### src/rtl/wstrb_fifo.sv
module wstrb_fifo #(
  parameter int unsigned WIDTH = 8,
  parameter int unsigned DEPTH = 4
) (
  input  logic             clk_i,
  input  logic             rst_ni,
  input  logic             push_i,
  input  logic             pop_i,
  input  logic [WIDTH-1:0] data_i,
  output logic [WIDTH-1:0] data_o,
  output logic             empty_o,
  output logic             full_o
);
  localparam int unsigned PTR_W = (DEPTH > 1) ? $clog2(DEPTH) : 1;
  localparam int unsigned CNT_W = $clog2(DEPTH + 1);

  logic [WIDTH-1:0] mem [DEPTH];
  logic [PTR_W-1:0] wr_ptr, rd_ptr;
  logic [CNT_W-1:0] cnt;
  logic             do_push, do_pop;

  assign empty_o = (cnt == '0);
  assign full_o  = (cnt == CNT_W'(DEPTH));
  assign do_pop  = pop_i && !empty_o;
  assign do_push = push_i && (!full_o || do_pop);
  assign data_o  = mem[rd_ptr];

  function automatic logic [PTR_W-1:0] inc_ptr(input logic [PTR_W-1:0] p);
    return (p == PTR_W'(DEPTH - 1)) ? '0 : p + 1'b1;
  endfunction

  always_ff @(posedge clk_i) begin
    if (do_push) mem[wr_ptr] <= data_i;
  end

  always_ff @(posedge clk_i or negedge rst_ni) begin
    if (!rst_ni) begin
      wr_ptr <= '0;
      rd_ptr <= '0;
      cnt    <= '0;
    end else begin
      if (do_push) wr_ptr <= inc_ptr(wr_ptr);
      if (do_pop)  rd_ptr <= inc_ptr(rd_ptr);
      case ({do_push, do_pop})
        2'b10:   cnt <= cnt + 1'b1;
        2'b01:   cnt <= cnt - 1'b1;
        default: cnt <= cnt;
      endcase
    end
  end
endmodule

### config.mk
export PLATFORM = sky130hd
export DESIGN_NAME = wstrb_fifo
export DESIGN_NICKNAME = d
export VERILOG_FILES = /design/src/rtl/wstrb_fifo.sv
export SDC_FILE = /design/constraint.sdc
export NUM_CORES = 1
export LEC_CHECK = 0
export BUFFER_PORTS_ARGS = -buffer_cell sky130_fd_sc_hd__buf_4
export CAP_MARGIN = 20
export CORE_MARGIN = 5
export CORE_UTILIZATION = 27
export DETAILED_ROUTE_END_ITERATION = 10
export GPL_TIMING_DRIVEN = 0
export HOLD_SLACK_MARGIN = 0.03
export SLEW_MARGIN = 0
export SYNTH_ARGS = -nofsm -noshare
export SYNTH_HDL_FRONTEND = slang
export SYNTH_SLANG_ARGS = --single-unit
### constraint.sdc
create_clock -name clk_i -period 2 [get_ports clk_i]
set_input_delay 0.2 -clock clk_i [delete_from_list [all_inputs] [get_ports clk_i]]
set_output_delay 0.2 -clock clk_i [all_outputs]
set_load 0.02 [all_outputs]
==> impl_metrics.tcl <==
set metrics [dict create \
    yosys.area.top_type_share_pct 56.68 \
    rows 28 \
    tns_ps 0 \
    die_h_um 89.24 \
    tritoncts "built" \
    h-tree-depth 2 \
    grt_pass1_wl_mm 4.609 \
    fp.dieW_um 89.24 \
    crit_buf_inv 1 \
    cts_num_sinks 39 \
    worstPathArrival_ps 2050 \
    final_layout_size_suffix_gt1_share_pct 35.48 \
    r2r-start "cnt[2]" \
    n_antenna_cell 0 \
    cp-start-kind "flip-flop" \
    ys_top_cells_by_area "edfxtp_1 57%, mux4_2 11%, dfrtp_1 10%, ha_1 3.7%, mux2_4 1.8%" \
    total_power_mw 2.907 \
    synthesis.area_sq_um 1695 \
    max_clock_freq_mhz 547.6 \
    synth.avg_cell_area_sq_um 17.66 \
    fin_worst_skew_ps 6.642 \
    critPathMaxFanout 8 \
    required_ps 2220 \
    clkTransAtPathRegs_ps 70 \
    wl_mm 2.851 \
    max_slew_margin_pct 70.80 \
    num-nets-final 141 \
    ys_seq_elements 39 \
    first_iter_violations 58 \
    first_pass_iters 4 \
    cts_root_buf "clkbuf_8" \
    core_region_area_sq_um 6026 \
    critPathSlowestCell "fa_1" \
    fin_ws_ps 174.0 \
    p_leak_nw 0.7507 \
    fin_crit_ps 1826 \
    wl_per_cell_um 14.33 \
    yosysTopAreaCell "edfxtp_1" \
    rsz0062_at_grt "no" \
    fillCellCount 584 \
    grt_pass1_vias 958 \
    cts_max_path_buffers 2 \
    num_vias 877 \
    path_depth 7 \
    yosys_warnings 0 \
    hold_path_class "in2reg" \
    crit_type "reg2reg" \
    ant_nets 0 \
    syn_inst 96 \
    crit_family "compound AO/OA/AOI/OAI gates" \
    multi_input_area_sq_um 521.8 \
    stdcell_count 199 \
    ff2ff_setup_slack_ps 170 \
    dieArea_sq_um 7964 \
    place_hpwl_mm 2.036 \
    seqCellArea_sq_um 1136 \
    dpl.cell_count 190 \
    cp_cell_sequence "buf_4 -> nor3_2 -> nand2b_1 -> fa_1 -> o21bai_1 -> a31oi_1 -> o21a_1" \
    gp_congestion 0.7703 \
    ys_seq_area_share_pct 67.01 \
    final_common_cell "edfxtp_1" \
    grt_max_degree 13 \
    cp-startpoint "cnt[2]" \
    critPathMaxStageDelay_ps 430 \
    overflow 0 \
    maxCapViolCount 0 \
    worstRegToRegCells 7 \
    synthesis.nets 114 \
    status "completed" \
    final_cell_mix "32 x edfxtp_1, 20 x buf_4, 8 x mux4_2" \
    numCtsBuffers 5 \
    finalSetupViolCount 0 \
    r2r-end "cnt[1]" \
    endpoint_kind "flip-flop" \
    antenna_found_initial 0 \
    drcViolationCount 0 \
    initial_utilization_pct 28.14 \
    powerDensity_nw_per_um2 1428 \
    routed_via_density 4.407 \
    crit_end "cnt[1]" \
    portBuffers 19 \
    period_share_pct 91.30 \
    worst_pin_slew_ps 438.0 \
    finalHoldViolations 0 \
    final_max_slew_viol_count 0 \
    ir_worst_vdd_uv 611.7 \
    num_io_pins 22 \
    grtUsageTotal_pct 8.113 \
    clk_latency_ps 290 \
    syn2layout_area_growth_pct 20.07 \
    ys_types 32 \
    post-place-ws_ps 98.69 \
]
[stage by stage]
stage	area [sq um]	util, %	hold WS [ps]
after floorplan	1700	-	-95.59
final	2036	33.78	108.1
after CTS	2032	33.72	100.8
after detailed placement	1937	32.14	22.72
after global placement	1937	32.14	18.52
after global routing	2036	33.78	90.11
[worst min-delay path by stage]
stage	from	to	slack, ps	cells past startpoint
after global routing	data_i[5]	mem[0][5]	90	1
after floorplan	rst_ni	cnt[0]	-100	0
after CTS	data_i[6]	mem[1][6]	100	1
after detailed placement	rst_ni	cnt[0]	20	1
after global placement	rst_ni	cnt[2]	20	1
final	data_i[6]	mem[2][6]	110	1
[sequential cells by signal (all words and copies together) (netlist names)]
| name | count |
|---|---|
| rd_ptr | 2 |
| cnt | 3 |
| wr_ptr | 2 |
| mem | 32 |
[cells in the mapped netlist]
cell type,n
o311ai_0,1
o21a_4,1
nand3b_1,1
a22oi_1,1
mux2_2,2
ha_1,5
a31oi_1,1
dfrtp_1,7
fa_1,1
a21oi_1,1
a221oi_1,1
nand2b_1,3
buf_1,1
edfxtp_1,32
buf_4,1
mux4_2,8
o21bai_1,2
xor2_1,1
and2_1,4
nor2b_1,1
mux2i_1,1
xnor2_1,1
o21a_1,1
or3b_1,1
clkbuf_1,2
nor3_1,1
or2_2,1
mux2_4,2
nor2_1,4
o211ai_1,1
buf_2,1
inv_1,5
[cells by family (layout without fill, tap and decap cells)]
group           after synthesis  in the layout  share of synthesized area, %
fa+ha+maj                     6              6                         4.871
compound gates               10             10                         4.797
buf+inv                      10             38                         2.509
mux                          13             13                         14.32
flops                        39             39                         67.01
xor+xnor                      2              2                         1.033
simple gates                 16             16                         5.461
[what timing repair did]
action                                 4_1_cts  5_1_grt
hold buffers                                 1        0
resized for setup                            0        2
endpoints found under the hold margin        7        0
buffers inserted                             0        0
setup endpoints to repair                    0        2
[power breakdown]
group / total (mW) / switching (mW) / internal, mW
Combinational: 1.21 / 0.611 / 0.598
Sequential: 1.20 / 0.103 / 1.09
Clock: 0.501 / 0.258 / 0.243
Total: 2.91 / 0.972 / 1.94
[per-layer routing]
metal	vias to the layer above	global-route usage [%]	share of wire (%)
li1	416	-	-
met1	425	9.022	42
met2	28	13.33	49
met3	8	3.594	7.5
met4	0	3.789	2.1
met5	-	0	0
[cell type report]
type                       count  area share, %
tap                           75          4.610
clock buffer                   6          3.565
inverter                       5         0.9219
multi-input combinational     47          25.63
sequential                    39          55.81
buffer                         5          1.352
clock inverter                 2         0.6146
timing repair buffer          20          7.498
(Power assumes the default switching activity.)
